<file path="src/rtl/ssc_pkg.sv">
package ssc_pkg;

  // fractional resolution of the offset word
  localparam int unsigned FRAC_BITS = 20;

  // highest legal deviation code per spread shape
  localparam int unsigned CENTER_CODE_MAX = 24;
  localparam int unsigned DOWN_CODE_MAX   = 16;

  // 0.125 % = 1/800, 0.25 % = 1/400; truncation rounds toward nominal
  function automatic longint unsigned peak_units(input logic dn, input int unsigned code);
    longint unsigned num;
    num = longint'(code) << FRAC_BITS;
    return dn ? (num / 400) : (num / 800);
  endfunction

endpackage

</file>
<file path="src/rtl/ssc_cfg_check.sv">
module ssc_cfg_check #(
  parameter int DCW        = 5,
  parameter int PW         = 16,
  parameter int OW         = 20,
  parameter int MIN_PERIOD = 225
) (
  input  logic                 en,
  input  logic                 dn,
  input  logic [DCW-1:0]       code,
  input  logic [PW-1:0]        period,
  output logic                 go,
  output logic                 bad,
  output logic signed [OW-1:0] lo,
  output logic [OW-1:0]        span,
  output logic [PW-1:0]        half
);
  localparam int NCODE = 2 ** DCW;

  logic [OW-1:0] lut_ctr [NCODE];
  logic [OW-1:0] lut_dn  [NCODE];

  // deviation tables computed per code
  for (genvar i = 0; i < NCODE; i++) begin : g_lut
    assign lut_ctr[i] = OW'(ssc_pkg::peak_units(1'b0, i));
    assign lut_dn[i]  = OW'(ssc_pkg::peak_units(1'b1, i));
  end

  logic [OW-1:0] pk;
  logic          active, code_bad, per_bad;

  always_comb begin
    pk       = dn ? lut_dn[code] : lut_ctr[code];
    active   = en && (code != '0);
    code_bad = dn ? (int'(code) > int'(ssc_pkg::DOWN_CODE_MAX))
                  : (int'(code) > int'(ssc_pkg::CENTER_CODE_MAX));
    per_bad  = (int'(period) < MIN_PERIOD);
    bad      = active && (code_bad || per_bad);
    go       = active && !bad;
    lo       = -$signed(pk);
    span     = dn ? pk : (pk << 1);
    half     = period >> 1;
  end
endmodule

</file>
<file path="src/rtl/ssc_step_calc.sv">
module ssc_step_calc #(
  parameter int PW = 16,
  parameter int OW = 20
) (
  input  logic [OW-1:0] span,
  input  logic [PW-1:0] half,
  output logic [OW-1:0] quo,
  output logic [PW-1:0] rem
);
  localparam int XW = (OW > PW) ? OW : PW;

  logic [XW-1:0] span_x, half_x, quo_x, rem_x;

  always_comb begin
    span_x = XW'(span);
    half_x = XW'(half);
    if (half_x == '0) begin
      quo_x = '0;
      rem_x = '0;
    end else begin
      quo_x = span_x / half_x;
      rem_x = span_x % half_x;
    end
    quo = OW'(quo_x);
    rem = PW'(rem_x);
  end
endmodule

</file>
<file path="src/rtl/ssc_tri_core.sv">
module ssc_tri_core #(
  parameter int PW = 16,
  parameter int OW = 20
) (
  input  logic                 clk,
  input  logic                 rst_n,
  input  logic                 go,
  input  logic signed [OW-1:0] lo,
  input  logic [OW-1:0]        span,
  input  logic [PW-1:0]        half,
  input  logic [OW-1:0]        quo,
  input  logic [PW-1:0]        rem,
  output logic signed [OW-1:0] offset
);
  logic                 run_q, dir_q;
  logic [PW-1:0]        t_q, acc_q, h_q, r_q;
  logic [OW-1:0]        q_q;
  logic signed [OW-1:0] off_q, lo_q, hi_q;

  logic                 last, start, carry;
  logic [PW:0]          acc_sum, acc_nx;
  logic [OW-1:0]        delta;
  logic signed [OW-1:0] off_step;

  always_comb begin
    last     = (t_q == h_q - PW'(1));
    start    = go && (!run_q || (dir_q && last));
    acc_sum  = {1'b0, acc_q} + {1'b0, r_q};
    carry    = (acc_sum >= {1'b0, h_q});
    acc_nx   = carry ? (acc_sum - {1'b0, h_q}) : acc_sum;
    delta    = q_q + OW'(carry);
    off_step = dir_q ? (off_q - $signed(delta)) : (off_q + $signed(delta));
  end

  always_ff @(posedge clk or negedge rst_n) begin
    if (!rst_n) begin
      run_q <= 1'b0; dir_q <= 1'b0; t_q <= '0; acc_q <= '0;
      h_q <= '0; r_q <= '0; q_q <= '0;
      off_q <= '0; lo_q <= '0; hi_q <= '0;
    end else if (!go) begin
      run_q <= 1'b0; dir_q <= 1'b0; t_q <= '0; acc_q <= '0;
      off_q <= '0;
    end else if (start) begin
      run_q <= 1'b1; dir_q <= 1'b0; t_q <= '0; acc_q <= '0;
      lo_q  <= lo;
      hi_q  <= lo + $signed(span);
      h_q   <= half;
      q_q   <= quo;
      r_q   <= rem;
      off_q <= lo;
    end else begin
      off_q <= off_step;
      if (last) begin
        dir_q <= ~dir_q;
        t_q   <= '0;
        acc_q <= '0;
      end else begin
        t_q   <= t_q + PW'(1);
        acc_q <= acc_nx[PW-1:0];
      end
    end
  end

  assign offset = off_q;


  offset_bound_chk: assert property (@(posedge clk) disable iff (!rst_n)
    run_q |-> (off_q >= lo_q && off_q <= hi_q));

  ramp_dir_chk: assert property (@(posedge clk) disable iff (!rst_n)
    (run_q && $past(run_q) && !dir_q && t_q != '0) |-> (off_q >= $past(off_q)));

  flip_at_peak_chk: assert property (@(posedge clk) disable iff (!rst_n)
    (run_q && $rose(dir_q)) |-> (off_q == hi_q));

  restart_at_trough_chk: assert property (@(posedge clk) disable iff (!rst_n)
    (run_q && $fell(dir_q)) |-> (off_q == lo_q));

  cfg_hold_chk: assert property (@(posedge clk) disable iff (!rst_n)
    (run_q && $past(run_q) && (dir_q || t_q != '0)) |-> ($stable(h_q) && $stable(lo_q) && $stable(q_q)));
endmodule

</file>
<file path="src/rtl/ssc_profile_gen.sv">
module ssc_profile_gen #(
  parameter int DCW        = 5,
  parameter int PW         = 16,
  parameter int OW         = 20,
  parameter int MIN_PERIOD = 225
) (
  input  logic                 clk_ref,
  input  logic                 rst_n,
  input  logic                 ssc_en,
  input  logic                 spread_dn,
  input  logic [DCW-1:0]       dev_code,
  input  logic [PW-1:0]        mod_period,
  output logic signed [OW-1:0] offset_word,
  output logic                 cfg_err
);
  logic                 go, bad;
  logic signed [OW-1:0] lo;
  logic [OW-1:0]        span, quo;
  logic [PW-1:0]        half, rem;
  logic                 err_q;

  ssc_cfg_check #(.DCW(DCW), .PW(PW), .OW(OW), .MIN_PERIOD(MIN_PERIOD)) u_cfg (
    .en(ssc_en), .dn(spread_dn), .code(dev_code), .period(mod_period),
    .go(go), .bad(bad), .lo(lo), .span(span), .half(half)
  );

  ssc_step_calc #(.PW(PW), .OW(OW)) u_step (
    .span(span), .half(half), .quo(quo), .rem(rem)
  );

  ssc_tri_core #(.PW(PW), .OW(OW)) u_core (
    .clk(clk_ref), .rst_n(rst_n), .go(go), .lo(lo), .span(span), .half(half),
    .quo(quo), .rem(rem), .offset(offset_word)
  );

  always_ff @(posedge clk_ref or negedge rst_n) begin
    if (!rst_n) err_q <= 1'b0;
    else        err_q <= bad;
  end

  assign cfg_err = err_q;


  err_zero_chk: assert property (@(posedge clk_ref) disable iff (!rst_n)
    cfg_err |-> (offset_word == '0));

  off_when_disabled_chk: assert property (@(posedge clk_ref) disable iff (!rst_n)
    !ssc_en |=> (offset_word == '0 && !cfg_err));
endmodule

</file>
<file path="config.mk">
export PLATFORM = sky130hd
export DESIGN_NAME = ssc_profile_gen
export DESIGN_NICKNAME = d
export VERILOG_FILES = /design/src/rtl/ssc_pkg.sv /design/src/rtl/ssc_cfg_check.sv /design/src/rtl/ssc_step_calc.sv /design/src/rtl/ssc_tri_core.sv /design/src/rtl/ssc_profile_gen.sv
export SDC_FILE = /design/constraint.sdc
export NUM_CORES = 1
export LEC_CHECK = 0
export BUFFER_PORTS_ARGS = -buffer_cell sky130_fd_sc_hd__buf_2
export CORE_MARGIN = 5
export CORE_UTILIZATION = 37
export CTS_BUF_LIST = sky130_fd_sc_hd__clkbuf_16
export DETAILED_ROUTE_END_ITERATION = 10
export HOLD_SLACK_MARGIN = 0.03
export SYNTH_ARGS = -nofsm -noshare
export SYNTH_HDL_FRONTEND = slang
export SYNTH_SLANG_ARGS = --single-unit
</file>
<file path="constraint.sdc">
create_clock -name clk_ref -period 12.2 [get_ports clk_ref]
set_input_delay 1.22 -clock clk_ref [delete_from_list [all_inputs] [get_ports clk_ref]]
set_output_delay 1.22 -clock clk_ref [all_outputs]
set_load 0.05 [all_outputs]
</file>
Yosys cells after proc, flatten, opt, wreduce, memory -nomap -nowiden
Memory sizes are Yosys's and may differ from the RTL's.
Index checks and enable logic that the tools add are counted.
{"block": "totals", "register_bits": 106, "romBits": 1280, "in_bits": 25, "output_inout_bits": 21, "word_cells": 67, "n_memories": 2}
{"memory": "(no name shown)", "words": 32, "width": 20, "rd": 1, "rd_ports_with_merged_regs": 0, "write_ports": 0, "line": "ssc_cfg_check.sv:32", "rtl": "pk = dn ? lut_dn[code] : lut_ctr[code];"}
{"memory": "(no name shown)", "words": 32, "width": 20, "rd": 1, "rd_ports_with_merged_regs": 0, "write_ports": 0, "line": "ssc_cfg_check.sv:32"}
{"block": "op_classes", "add_sub_neg": 8, "div_mod_pow": 2, "n_lt_le_gt_ge": 5, "n_eq_ne": 3, "mux": 24, "bitwise_logic": 2, "reduce_logical": 12}
{"cell": "2-to-1 mux 20 bit", "n": 10}
{"cell": "2-to-1 mux 16 bit", "n": 8}
{"cell": "adder 20 x 1 -> 20 bit", "n": 1}
{"cell": "adder 20 bit", "n": 1}
{"cell": "divider 20 x 15 -> 20 bit", "n": 1}
{"cell": "remainder unit 20 x 15 -> 20 bit", "n": 1}
{"cell": "negation 20 bit", "n": 1}
{"cell": "subtractor 20 bit", "n": 1}
{"cell": "adder 16 x 16 -> 17 bit", "n": 1}
{"cell": ">= comparator 17 x 15 -> 1 bit", "n": 1}
{"cell": "adder 16 x 1 -> 16 bit, second input constant", "n": 1}
{"cell": "equality test 16 bit", "n": 1}
{"cell": "logical NOT 16 bit", "n": 1}
{"cell": "< comparator 16 x 8 -> 1 bit, second input constant", "n": 1}
{"cell": "subtractor 15 x 1 -> 16 bit, second input constant", "n": 1}
{"cell": "subtractor 16 x 15 -> 16 bit", "n": 1}
{"cell": "> comparator 5 bit, second input constant", "n": 2}
{"cell": ">= comparator 6 bit, second input constant", "n": 1}
{"cell": "2-to-1 mux 1 bit", "n": 6}
{"cell": "inverter 5 -> 6 bit", "n": 1}
{"cell": "logical AND 1 bit", "n": 5}
{"cell": "nonzero test 5 bit", "n": 1}
{"cell": "!= test 3 bit, second input constant", "n": 1}
{"cell": "logical NOT 1 bit", "n": 2}
{"cell": "4 further kinds", "n": 5}

Logic depth before layout (Yosys ltp)
Gate-level depths: netlist (run 1).
{"block": "depth", "ltp_word": 9, "ltp_mapped": 183, "ltp_nobuf": 168}

Cells and area by module
From an unflattened synthesis (run 1), not the netlist that was laid out.
{"block": "unflattened", "cells_unflattened": 2750, "hier_area_um2": 21100.2}
{"module": "ssc_step_calc", "n_inst": 1, "cells_per_inst": 1583, "area_per_inst_um2": 10981.8, "seq_area_each_um2": 0.0}
{"module": "ssc_tri_core", "n_inst": 1, "cells_per_inst": 877, "area_per_inst_um2": 8217.9, "seq_area_each_um2": 2652.5}
{"module": "ssc_cfg_check", "n_inst": 1, "cells_per_inst": 289, "area_per_inst_um2": 1875.5, "seq_area_each_um2": 0.0}
{"module": "ssc_profile_gen", "n_inst": 1, "cells_per_inst": 1, "area_per_inst_um2": 25.0, "seq_area_each_um2": 25.0}

Worst setup path after synthesis (run 1)
Ideal clock, no wire load.
{"block": "synth_timing", "path_kind": "input -> register", "startpoint": "input mod_period[1]", "endpoint": "register u_core.r_q[10]", "setup_ns": 0.077, "arrival_time_ns": 36.707, "t_required_ns": 12.123, "path_slack_ns": -24.584, "cell_stages": 167, "path_buffers": 16, "cell_sequence": "inv_1 ha_1 o21a_1 o21a_1 or2_2 mux2_4 inv_1 ha_1 nor3_1 a2111oi_1 nand2_1 mux2_2 ha_1 a21oi_1 a21oi_1 o31ai_1 and2_1 nor2_1 (+131 left out) nor2b_1 o21ai_0 a21oi_1 a211oi_1 nor2b_1 o21ai_0 nand2b_1 a21o_1 a21o_1 o21a_1 o21ai_0 nand2b_1 a21oi_1 and2_1 buf_2 buf_2 a31oi_1 a21oi_1"}
{"block": "synth_between", "elab_chain_len": 7, "word_cells_on_any_way": 10, "classes_between": "div (1); order compare (1); mux (1); reduce/logical (7)"}
{"item": "from (decl)", "line": "ssc_profile_gen.sv:12", "rtl": "input logic [PW-1:0] mod_period,"}
{"item": "branches (longest 7 deep; another with remainder unit 20 x 15 -> 20 bit)"}
{"item": "to (signal assigned)", "line": "ssc_tri_core.sv:49", "rtl": "r_q <= rem;"}
{"item": "to (decl)", "line": "ssc_tri_core.sv:16", "rtl": "logic [PW-1:0] t_q, acc_q, h_q, r_q;"}
Several ways; the timed one is not identified.
A chain may end at the register's enable or synchronous reset.

Final worst setup path (run 1)
{"block": "layout_timing", "startpoint": "input mod_period[8]", "endpoint": "register u_core.r_q[0]"}
The elaborated chain is that of the path after synthesis.

==> results.json, run 1 <==
{
  "endpoint": "u_core.r_q[0]",
  "crit_path_start_kind": "input port",
  "fp.dieW_um": 239,
  "nFillCells": 4493,
  "async_flop_share_pct": 100,
  "max-slew-margin-rel_pct": 36.4,
  "slew_viol_final": 0,
  "ys_types": 111,
  "gp_congestion": 0.953,
  "multiInputGateArea_um2": 18100,
  "yosysWarnings": 0,
  "vias": 23900,
  "ios": 46,
  "cp_max_fo": 8,
  "crit_arrival_ns": 32.33,
  "met3_length_mm": 4.60,
  "areaGrowthSynthToFinish_pct": 56.8,
  "highest_layer": "met4",
  "setup_viol": 26,
  "dp_cells": 4041,
  "outcome": "finished with violations",
  "post-route-min-period_ns": 32.02,
  "crit_required_ns": 12.51,
  "first_pass_iters": 6,
  "drive_gt1_share_pct": 41.6,
  "first_iter_violations": 1481,
  "track_usage_pct": 26.4,
  "power_leakage_nw": 14.7,
  "port_buffers": 45,
  "clkSinkCount": 106,
  "drt-total-wl_mm": 80.2,
  "post-synth-top-count-cell": "nor2_1",
  "area.sequential_um2": 2650,
  "cts_root_buf": "clkbuf_16",
  "hold_viol_final": 0,
  "slowest_stage": "or4_4",
  "ir_drop_v": 0.000479,
  "synth.area.top_cells": "ha_1 (17%), dfrtp_1 (14%), xnor2_1 (6.7%)",
  "p_total_mw": 9.80,
  "std_cell_rows": 84,
  "antenna_found_initial": 0,
  "design.core.area_um2": 52300,
  "fin_crit_sh_pct": 262,
  "crit_type": "in -> reg",
  "whs_path_depth": 1,
  "path_clk_slew_ns": 0.08,
  "timing.fmax_mhz": 31.2,
  "cts_tree": "built",
  "r2r_cells": 44,
  "avgSynthCellArea_um2": 7.53,
  "worst-path-stages": 165,
  "violations": "negative setup slack",
  "timing.final.ws_setup_ns": -19.82,
  "p_per_area_nw_per_um2": 321,
  "dieArea_um2": 57300,
  "max-cap-violations": 0,
  "tightest_slew_ns": 0.954,
  "wl_per_cell_um": 18.8,
  "cts_max_path_buffers": 2,
  "grt_overflow": 0,
  "hpwlAfterDp_mm": 60.5,
  "grt_max_degree": 71,
  "hp-class": "reg -> reg",
  "grt_pass1_vias": 24100,
  "worst-path-buf-inv": 29,
  "initial_core_util_pct": 37.2,
  "stdcell_count": 4262,
  "fin_nets": 3858,
  "ys_seq_area_share_pct": 13.6,
  "ys_ff_latch": 106,
  "die_h_um": 239,
  "crit_family": "compound AO/OA/AOI/OAI gates",
  "syn_area_um2": 19500,
  "ys_top_cells_by_count": "nor2_1 (290), ha_1 (260), nand2_1 (206)",
  "n_antenna_cell": 0,
  "synth_top_area_share_pct": 16.7,
  "final_util_pct": 58.3,
  "synth_cells": 2589,
  "grt_pass1_wl_mm": 123,
  "h-tree-depth": 3,
  "fin_hold_ws_ns": 0.513,
  "reg2reg_from": "u_core.r_q[0]",
  "cp_common_cell": "buf_4",
  "reg2reg_slack_ns": 2.14,
  "yosysTopAreaCell": "ha_1",
  "clk_latency_ns": 0.38,
  "dr_wl_met2_mm": 37.7,
  "drtAntennaViolNets": 0,
  "finClkSkew_ns": 0.0115,
  "critPathMaxStageDelay_ns": 0.58,
  "synth_edf_count": 0,
  "vias_per_cell": 5.62,
  "cts_buffers": 9,
  "r2r-end": "u_core.offset[19]",
  "met1_length_mm": 33.2,
  "preCtsSetupSlack_ns": -21.30,
  "crit_start": "mod_period[8]",
  "synth-main-ff-cell": "dfrtp_1",
  "endpoint_kind": "flip-flop",
  "rsz0062_at_grt": "true",
  "drc": 0
}
## cells by family after synthesis
| group | count (synthesis) | share of synthesized area (%) |
|---|---|---|
| compound gates | 782 | 27.2 |
| xor+xnor | 231 | 10.4 |
| fa+ha+maj | 265 | 17.2 |
| buf+inv | 218 | 4.46 |
| flops | 106 | 13.6 |
| mux | 90 | 5.12 |
| other cells | 1 | 0.0192 |
| simple gates | 896 | 22.1 |
## routing by layer
layer / track usage, % / vias up
met1: 32.8 / 11400
met3: 2.98 / 259
met5: 0 / -
met4: 13.4 / 0
li1: - / 11500
met2: 45.3 / 793
## report_power, final
part	total, mW	switching [mW]	internal, mW
Clock	0.354	0.152	0.202
Sequential	0.509	0.0717	0.437
Combinational	8.93	4.29	4.65
Total	9.80	4.51	5.29
## worst min-delay path by stage
stage / startpoint / endpoint / slack (ns)
floorplan: u_core.r_q[15] / u_core.r_q[15] / 0.47
global placement: u_core.q_q[19] / u_core.q_q[19] / 0.50
global route: u_core.q_q[19] / u_core.q_q[19] / 0.55
CTS: u_core.q_q[19] / u_core.q_q[19] / 0.52
finish: u_core.q_q[19] / u_core.q_q[19] / 0.51
detailed placement: u_core.q_q[19] / u_core.q_q[19] / 0.50
## worst register-to-register path, delay by kind of cell (launching register included)
family | cells | cell delay [ns]
mux | 1 | 0.29
xor+xnor | 2 | 0.39
compound gates | 25 | 4.80
buf+inv | 2 | 0.11
flops | 1 | 0.44
fa+ha+maj | 7 | 2.16
simple gates | 7 | 1.71
## repair_timing
item | 4_1_cts | 5_1_grt
hold buffers | 0 | 0
pin swaps | 150 | 129
setup endpoints to repair | 26 | 27
gates resized for setup | 226 | 160
cloned | 5 | 1
setup buffers | 164 | 47
## cell type report
type                    instances  area share, %
clock buffers                   9          0.737
repair buffers               1053           26.4
clock inverters                 7          0.402
multi-input cells            2269           59.3
inverters                     130           1.64
well taps                     688           2.82
flip-flops and latches        106           8.69
## per-stage QoR
| step | setup TNS, ns | cell area [um2] |
|---|---|---|
| 6_report | -412.46 | 30500 |
| 5_1_grt | -442.18 | 30500 |
| 4_1_cts | -398.52 | 29500 |
| 3_5_place_dp | -447.98 | 26900 |
| 3_3_place_gp | -433.03 | 26900 |
| 2_1_floorplan | -428.66 | 20300 |
## flip-flops by register name (all words and copies together) (netlist names)
signal and cells:
u_core.acc_q 16, u_core.dir_q 1, u_core.r_q 16, u_core.t_q 16
u_core.h_q 15, cfg_err 1, u_core.offset 20, u_core.run_q 1
u_core.q_q 20
## layout by cell type, fill, tap and decap left out, types with 21 or more instances in the layout
cell | synthesis | layout
a21o_1 | 59 | 58
a21oi_1 | 185 | 144
a21oi_2 | 1 | 37
a31oi_1 | 45 | 34
and2_1 | 31 | 23
and3_1 | 29 | 27
buf_2 | 10 | 40
buf_4 | 0 | 964
buf_6 | 5 | 40
dfrtp_1 | 106 | 106
ha_1 | 260 | 208
ha_4 | 0 | 39
inv_1 | 125 | 118
mux2_2 | 51 | 40
mux2i_1 | 32 | 29
nand2_1 | 206 | 184
nand2b_1 | 40 | 36
nand3_1 | 76 | 69
nand4_1 | 22 | 22
nor2_1 | 290 | 266
nor2b_1 | 30 | 28
nor3_1 | 82 | 71
o211ai_1 | 24 | 24
o21a_1 | 61 | 59
o21ai_0 | 157 | 105
o21ai_1 | 6 | 28
o21ai_2 | 1 | 27
or3_1 | 25 | 21
xnor2_1 | 148 | 145
xor2_1 | 83 | 82
(Power assumes the default switching activity.)
==> inputs of run 2 (changes only) <==
==> constraint.sdc (replaced) <==
create_clock -name clk_ref -period 35.8 [get_ports clk_ref]
set_input_delay 3.58 -clock clk_ref [delete_from_list [all_inputs] [get_ports clk_ref]]
set_output_delay 3.58 -clock clk_ref [all_outputs]
set_load 0.05 [all_outputs]
==> run 2 against run 1 <==
Against the previous run: the run now ends clean; core utilization decreased by 9.7 points; hold slack improved by 0.00090 ns; non-clock buffer count shrank 568; sequential power shrank 66%; setup slack better by 21 ns; final area is 17% lower; first-iteration DRC count increased by 0.34%; critical path depth unchanged; clock power down 68%; power fell by 73%; sequential share of layout area rose by 1.7 points; critical path type unchanged; critical endpoint is now u_core.r_q[1]; largest power group unchanged; highest routed layer unchanged.
==> results.json, run 2 (same netlist as run 1, synthesis figures left out) <==
{
  "cts_tree": "built",
  "vias_per_cell": 5.78,
  "slew_viol_final": 0,
  "crit_path_start_kind": "input port",
  "track_usage_pct": 22.6,
  "hold_viol_final": 0,
  "outcome": "finished, final reports clean",
  "power_frac_clock_pct": 4.3,
  "grt_pass1_wl_mm": 106,
  "drt-total-wl_mm": 70.6,
  "reg2reg_slack_ns": 25.95,
  "max-slew-margin-rel_pct": 22.1,
  "die_h_um": 239,
  "gp_congestion": 0.954,
  "hold_end": "u_core.q_q[19]",
  "cts_root_buf": "clkbuf_16",
  "h-tree-depth": 3,
  "port_buffers": 45,
  "cp_max_fo": 9,
  "fp.dieW_um": 239,
  "wl_per_cell_um": 19.1,
  "hpwlAfterDp_mm": 53.9,
  "path_clk_slew_ns": 0.08,
  "final_util_pct": 48.7,
  "fin_crit_sh_pct": 97.5,
  "post-route-min-period_ns": 34.89,
  "cp_common_cell": "o21a_1",
  "cts_max_path_buffers": 2,
  "vias": 21400,
  "grt_pass1_vias": 20200,
  "r2r-end": "u_core.offset[19]",
  "mostFrequentLayoutCell": "buf_4",
  "std_cell_rows": 84,
  "grt_overflow": 0,
  "timing.fmax_mhz": 28.7,
  "slowest_stage": "or4_4",
  "critPathMaxStageDelay_ns": 0.49,
  "endpoint_kind": "flip-flop",
  "clkSinkCount": 106,
  "combPwrFrac_pct": 89.2,
  "initial_core_util_pct": 37.2,
  "cts_buffers": 9,
  "antenna_found_initial": 1,
  "reg2reg_from": "u_core.r_q[0]",
  "whs_path_depth": 1,
  "p_total_mw": 2.67,
  "crit_type": "in -> reg",
  "finClkSkew_ns": 0.0104,
  "first_pass_iters": 5,
  "p_per_area_nw_per_um2": 105,
  "finalSetupTns_ns": 0,
  "setup_viol": 0,
  "crit_arrival_ns": 35.14,
  "drive_gt1_share_pct": 27.6,
  "max-cap-violations": 0,
  "drc": 0,
  "design.core.area_um2": 52300,
  "grt_max_degree": 66,
  "min-delay-start": "u_core.q_q[19]",
  "fin_nets": 3290,
  "drtAntennaViolNets": 0,
  "ir_drop_v": 0.0000913,
  "r2r_cells": 44,
  "power_frac_seq_pct": 6.5,
  "power_leakage_nw": 11.8,
  "ios": 46,
  "p_switching_mw": 1.30,
  "hp-class": "reg -> reg",
  "first_iter_violations": 1486,
  "crit_required_ns": 36.05,
  "areaGrowthSynthToFinish_pct": 30.8,
  "internal-power_mw": 1.37,
  "p_sw_share_pct": 48.7,
  "dieArea_um2": 57300,
  "tightest_slew_ns": 1.16,
  "hold_buffers": 0,
  "layout_common_cells": "buf_4 (415), nor2_1 (277), ha_1 (222)",
  "clk_latency_ns": 0.36
}
-- run 2: cell types whose count changed in the layout (fill, tap and decap cells not counted), sizes merged --
cell      previous run  this run
buf               1052       482
clkbuf              10        12
clkinvlp             4         2
inv                128       130
bufinv               3         2
clkinv               2         3
diode                0         1
-- run 2: power groups by stage --
| stage | Combinational, mW | Sequential (mW) | Clock [mW] |
|---|---|---|---|
| after floorplan | 1.52 | 0.186 | 0 |
| after global placement | 2.11 | 0.175 | 0 |
| after detailed placement | 2.14 | 0.176 | 0 |
| after CTS | 2.17 | 0.173 | 0.115 |
| after global routing | 2.62 | 0.177 | 0.119 |
| final | 2.39 | 0.174 | 0.114 |
-- run 2: what timing repair did --
action | 4_1_cts | 5_1_grt
gates cloned | 1 | 4
pin swaps | 6 | 138
setup buffers | 6 | 72
endpoints found under the setup margin | 17 | 17
resized for setup | 18 | 273
-- run 2: layout make-up --
| type | instances | area (um2) |
|---|---|---|
| antenna | 1 | 2.50 |
| clock buffer | 9 | 225 |
| clock inverter | 7 | 100 |
| fill | 5000 | 26900 |
| inverter | 130 | 494 |
| multi-input combinational | 2269 | 17500 |
| sequential | 106 | 2650 |
| tap | 688 | 861 |
| timing repair buffer | 485 | 3690 |
-- run 2: worst max-delay path by stage --
stage                        from        endpoint  slack [ns]  cells past startpoint
floorplan           mod_period[1]  u_core.r_q[10]       0.002                    167
CTS                 mod_period[1]   u_core.r_q[0]       0.008                    164
global route        mod_period[1]   u_core.r_q[0]       -0.61                    173
finish              mod_period[1]   u_core.r_q[1]        0.91                    165
detailed placement  mod_period[1]  u_core.r_q[15]       -0.90                    152
global placement    mod_period[1]  u_core.r_q[15]       -0.16                    157
-- run 2: through the flow --
| stage | worst slack (ns) | std cells | hold WS [ns] | instance area [um2] |
|---|---|---|---|---|
| 2_1_floorplan | 0.00243 | 2591 | 0.466 | 19800 |
| 3_3_place_gp | -0.160 | 3595 | 0.492 | 23100 |
| 3_5_place_dp | -0.898 | 3595 | 0.496 | 23100 |
| 4_1_cts | 0.00776 | 3618 | 0.518 | 23600 |
| 5_1_grt | -0.609 | 3694 | 0.534 | 25500 |
| 6_report | 0.912 | 3695 | 0.514 | 25500 |
-- run 2: per-layer routing --
metal / vias up / share of wire, % / global-route usage [%]
li1: 10300 / - / -
met1: 10300 / 44 / 29.4
met2: 565 / 48 / 39.7
met3: 172 / 4.3 / 1.66
met4: 0 / 4.0 / 7.59
met5: - / 0 / 0
-- run 2: worst max-delay path: cells and delay by family --
| family | cells | cell delay (ns) |
|---|---|---|
| mux | 8 | 2.29 |
| xor+xnor | 2 | 0.27 |
| buf+inv | 20 | 2.98 |
| simple gates | 42 | 7.12 |
| fa+ha+maj | 18 | 4.77 |
| compound gates | 75 | 14.05 |
